<file path="config.mk">
export PLATFORM = sky130hd
export DESIGN_NAME = store_guard
export DESIGN_NICKNAME = d
export VERILOG_FILES = /design/src/rtl/store_guard_pkg.sv /design/src/rtl/key_table.sv /design/src/rtl/key_select.sv /design/src/rtl/access_judge.sv /design/src/rtl/store_guard.sv
export SDC_FILE = /design/constraint.sdc
export NUM_CORES = 2
export LEC_CHECK = 0
export ABC_AREA = 1
export CORE_MARGIN = 2
export CORE_UTILIZATION = 45
export DETAILED_ROUTE_END_ITERATION = 16
export SLEW_MARGIN = 20
export SYNTH_ARGS = -nofsm -noshare
export SYNTH_HDL_FRONTEND = slang
export SYNTH_SLANG_ARGS = --single-unit
</file>
<file path="constraint.sdc">
create_clock -name clk -period 4.1 [get_ports clk]
set_input_delay 0.41 -clock clk [delete_from_list [all_inputs] [get_ports clk]]
set_output_delay 0.41 -clock clk [all_outputs]
set_load 0.05 [all_outputs]
</file>
<file path="src/rtl/store_guard_pkg.sv">
package store_guard_pkg;
    localparam int BLK_LSB = 11;   // 2048-byte key granule

    typedef enum logic {
        SRC_CPU  = 1'b0,
        SRC_CHAN = 1'b1
    } req_src_e;
endpackage

</file>
<file path="src/rtl/key_table.sv">
module key_table #(
    parameter int IDX_W = 9,
    parameter int KEY_W = 4
) (
    input  logic             clk,
    input  logic             rst_n,
    input  logic             wr_en,
    input  logic [IDX_W-1:0] wr_idx,
    input  logic [KEY_W-1:0] wr_key,
    input  logic [IDX_W-1:0] rd_idx,
    output logic [KEY_W-1:0] rd_key
);
    localparam int DEPTH = 1 << IDX_W;

    logic [KEY_W-1:0] keys_q [DEPTH];

    always_ff @(posedge clk) begin
        if (!rst_n) begin
            for (int i = 0; i < DEPTH; i++) keys_q[i] <= '0;
        end else if (wr_en) begin
            keys_q[wr_idx] <= wr_key;
        end
    end

    assign rd_key = keys_q[rd_idx];
endmodule

</file>
<file path="src/rtl/key_select.sv">
module key_select
    import store_guard_pkg::*;
#(
    parameter int KEY_W = 4
) (
    input  req_src_e         src,
    input  logic [KEY_W-1:0] cpu_key,
    input  logic [KEY_W-1:0] chan_key,
    output logic [KEY_W-1:0] acc_key
);
    always_comb begin
        unique case (src)
            SRC_CHAN: acc_key = chan_key;
            default:  acc_key = cpu_key;
        endcase
    end
endmodule

</file>
<file path="src/rtl/access_judge.sv">
module access_judge #(
    parameter int KEY_W = 4
) (
    input  logic [KEY_W-1:0] acc_key,
    input  logic [KEY_W-1:0] blk_key,
    output logic             grant
);
    logic master;
    logic match;

    assign master = (acc_key == '0);
    assign match  = (acc_key == blk_key);
    assign grant  = master | match;
endmodule

</file>
<file path="src/rtl/store_guard.sv">
module store_guard
    import store_guard_pkg::*;
#(
    parameter int ADDR_W = 20,
    parameter int KEY_W  = 4,
    localparam int IDX_W = ADDR_W - BLK_LSB
) (
    input  logic              clk,
    input  logic              rst_n,
    input  logic              set_valid,
    input  logic [IDX_W-1:0]  set_block,
    input  logic [KEY_W-1:0]  set_key,
    input  logic              req_valid,
    input  logic              req_src,
    input  logic [KEY_W-1:0]  cpu_key,
    input  logic [KEY_W-1:0]  chan_key,
    input  logic [ADDR_W-1:0] req_addr,
    output logic              store_en,
    output logic              prot_exc,
    output logic [ADDR_W-1:0] exc_addr
);
    typedef struct packed {
        logic              en;
        logic              exc;
        logic [ADDR_W-1:0] addr;
    } verdict_t;

    verdict_t         v_d, v_q;
    logic [KEY_W-1:0] acc_key;
    logic [KEY_W-1:0] blk_key;
    logic             grant;
    logic [IDX_W-1:0] blk_idx;

    assign blk_idx = req_addr[ADDR_W-1:BLK_LSB];

    key_table #(.IDX_W(IDX_W), .KEY_W(KEY_W)) u_table (
        .clk    (clk),
        .rst_n  (rst_n),
        .wr_en  (set_valid),
        .wr_idx (set_block),
        .wr_key (set_key),
        .rd_idx (blk_idx),
        .rd_key (blk_key)
    );

    key_select #(.KEY_W(KEY_W)) u_sel (
        .src      (req_src_e'(req_src)),
        .cpu_key  (cpu_key),
        .chan_key (chan_key),
        .acc_key  (acc_key)
    );

    access_judge #(.KEY_W(KEY_W)) u_judge (
        .acc_key (acc_key),
        .blk_key (blk_key),
        .grant   (grant)
    );

    always_comb begin
        v_d     = v_q;
        v_d.en  = 1'b0;
        v_d.exc = 1'b0;
        if (req_valid) begin
            if (grant) begin
                v_d.en = 1'b1;
            end else begin
                v_d.exc  = 1'b1;
                v_d.addr = req_addr;
            end
        end
    end

    always_ff @(posedge clk) begin
        if (!rst_n) v_q <= '0;
        else        v_q <= v_d;
    end

    assign store_en = v_q.en;
    assign prot_exc = v_q.exc;
    assign exc_addr = v_q.addr;
endmodule

</file>
==> run summary <==
Worst-Margin Slew = 1.00 ns
Area growth syn-to-layout = 11.0%
Vias in the first global route = 71100
Lkg Pwr = 41.1 nW
Post-Syn Nets = 10400
Most used cell, CP = nand3_1
CTS resizes = 0
Area of the multi-input gates = 30300 µm²
Initial antenna violation count = 8
Top-count cell post-synth = nand2_1
Arr. time, crit path = 3.92 ns
Fmax = 0.319 GHz
Post-synth cell types = 20
Hold crit path type = in2reg
Mapped cell area = 96100 µm²
Hold endpoint = u_table.keys_q[114][3]
Final WS setup = 0.966 ns
FF-to-FF path depth = 19
RSZ-0062 raised after global routing = false
DR vias = 73800
Drt drc = 0
Fraction of layout cells with a size suffix above 1 = 5.75%
Full die area = 217000 µm²
Worst slack, placed = 0.287 ns
Total chip power = 47.4 mW
GR Util All Layers = 25.5%
Seq/Total Area, Yosys = 64.5%
Fin Setup TNS = 0 ns
Clock skew = 0.0253 ns
Cell Pwr Density = 444 nW/µm²
CP Capture Type = register
CTS clk-pin slew, worst paths = 0.06 ns
Worst path max stage delay = 0.38 ns
Max Root-Sink Buffers = 3
Post-CTS Setup Bufs = 0
Max-slew violation count = 0
Routed wire length = 281000 µm
Status = complete, no violations
FF-to-FF Start = u_table.keys_q[511][0]
Peak supply drop = 455 µV
Hold Path Stages = 2
H-tree Lvls = 4
Drt pass-1 iters = 6
Top post-synthesis cells by area = edfxtp_1 64%, nand2_1 12%, nand3_1 11%, nor2_1 8.3%, clkbuf_1 1.6%
Total congestion overflow = 0
Largest net degree at the start of global routing = 156
Via density = 5.66
Port bufs = 67
Fillcell total = 19400
Antenna Nets Post-Route = 0
Number of synthesized flops with an enable pin = 2048
Worst-Skew Late Latency = 0.85 ns
Post-synth top flop = edfxtp_1
Setup-failing EPs final = 0
Final hold viol count = 0
Routability Congestion = 0.867
Routed len/inst = 21.5 µm
Nets = 10100
Crit-path max FO = 20
CTS Buf Count = 215
Die Height = 466 µm
Placed Area = 100000 µm²
Sequential Area = 61900 µm²
FFs w/ async S/R, synth = 0%
CTS tree = done
DPL Wire Length = 170000 µm
Syn Inst Count = 10300
First-pass GRT wire length = 425000 µm
Reg-to-reg endpoint = exc_addr[15]
CP max stage cell = nand3_2
DIE WIDTH = 466 µm
Synth top area share = 64.0%
Max cap viols = 0
Tcrit/Tclk final = 76.4%
Syn_area_per_cell = 9.31 µm²
Yosys top cell by area = edfxtp_1
Reg2reg setup slack = 0.97 ns
Crit path cell chain = nand2_1, nand3_1, nand3_1, nand3_1, nand3_1, nand3_1, nand3_1, nand3_1, nand3_1, nand2_1, nand2_1, nand2_1, nand2_1, inv_1, nand2_2, nand3_2, nand2_1, inv_1, nor2_1
Startpoint Class = register
Synth cell count leaders = 3142 x nand2_1, 2119 x nor2_1, 2052 x nand3_1
Clock net sink count = 2070
Required @ worst endpoint = 4.89 ns
Tmin final = 3.13 ns
Starting density of the core = 45.3%
Yosys synthesis warning count = 0
Worst hold start = rst_n
Starting DRT DRC Count = 8406
Row cnt = 169
Core Region = 212000 µm²
Fin area = 107000 µm²
Hold_buf cts = 0
Root Buffer = clkbuf_16
#FFs+latches synth = 2070
CP Class = reg2reg
Slew headroom = 33.2%
Ports = 68
## flip-flops by register name, indices dropped and copies added (netlist names)
name,count
prot_exc,1
u_table.keys_q,2048
exc_addr,20
store_en,1
## worst max-delay path: cells and delay by family, from the launching register on
family	cells	cell delay (ns)
buffers and inverters	2	0.09
and+or+nand+nor	17	2.58
DFF	1	0.37
## power breakdown
part	internal, mW	leakage (nW)	switching, mW
Sequential	24.3	19.6	0.317
Clock	10.5	3.28	8.27
Combinational	1.07	18.2	2.95
Total	35.8	41.1	11.5
## through the flow
stage          hold WS [ns]  cells  util [%]
5_1_grt              0.0878  13000      50.3
2_1_floorplan         0.616  10300         -
4_1_cts              0.0259  13000      50.3
6_report             0.0762  13000      50.3
3_5_place_dp          0.501  12600      47.1
3_3_place_gp          0.516  12600      47.1
## routing by layer
metal	vias up	GRT usage (%)	part of all wire [%]
met5	-	0	0.0046
met4	2	9.61	3.8
met3	508	3.50	8.8
met2	3380	41.7	47
met1	35700	34.7	41
li1	34200	-	-
## cell families (layout without fill, tap and decap cells)
logic type | count (synthesis) | after routing | synth area share, %
buffers and inverters | 902 | 803 | 4.09
flip-flops | 2070 | 2070 | 64.5
AND/OR/NAND/NOR | 7338 | 7338 | 31.4
other | 0 | 5 | 0
AO/OA/AOI/OAI | 5 | 5 | 0.0260
## final cells by class
type / count / share of cell area (%)
inverter: 81 / 0.348
antenna: 5 / 0.0117
tap: 2821 / 3.31
timing repair buffer: 321 / 3.59
clock buffer: 268 / 5.38
sequential: 2070 / 58.1
clock inverter: 133 / 0.873
multi-input combinational: 7343 / 28.4
## worst max path at each step
stage,start,end,slack [ns],depth (start not counted)
2_1_floorplan,req_addr[12],exc_addr[19],1.71,22
3_3_place_gp,req_addr[11],exc_addr[19],0.25,21
3_5_place_dp,req_addr[11],exc_addr[15],0.29,21
4_1_cts,u_table.keys_q[511][0],exc_addr[15],1.07,19
5_1_grt,u_table.keys_q[511][0],exc_addr[0],0.71,19
6_report,u_table.keys_q[511][0],exc_addr[15],0.97,19
## cell usage in the layout, fill, tap and decap left out, types with 2 or more instances in the layout
cell	instances
clkinv_8	6
clkdlybuf4s50_1	60
bufinv_16	10
o21ai_0	4
clkbuf_8	3
dfxtp_1	22
inv_1	70
nand2_1	3142
buf_4	156
clkinv_1	60
buf_8	4
nand3b_1	2
inv_6	3
nor2_4	16
clkbuf_16	221
nand3_1	2052
edfxtp_1	2048
inv_8	6
diode_2	5
clkbuf_1	44
buf_12	99
nor2_1	2103
nand4_1	21
clkinv_2	53
clkinvlp_4	5
Note: power is estimated with default switching activity, not from simulation.
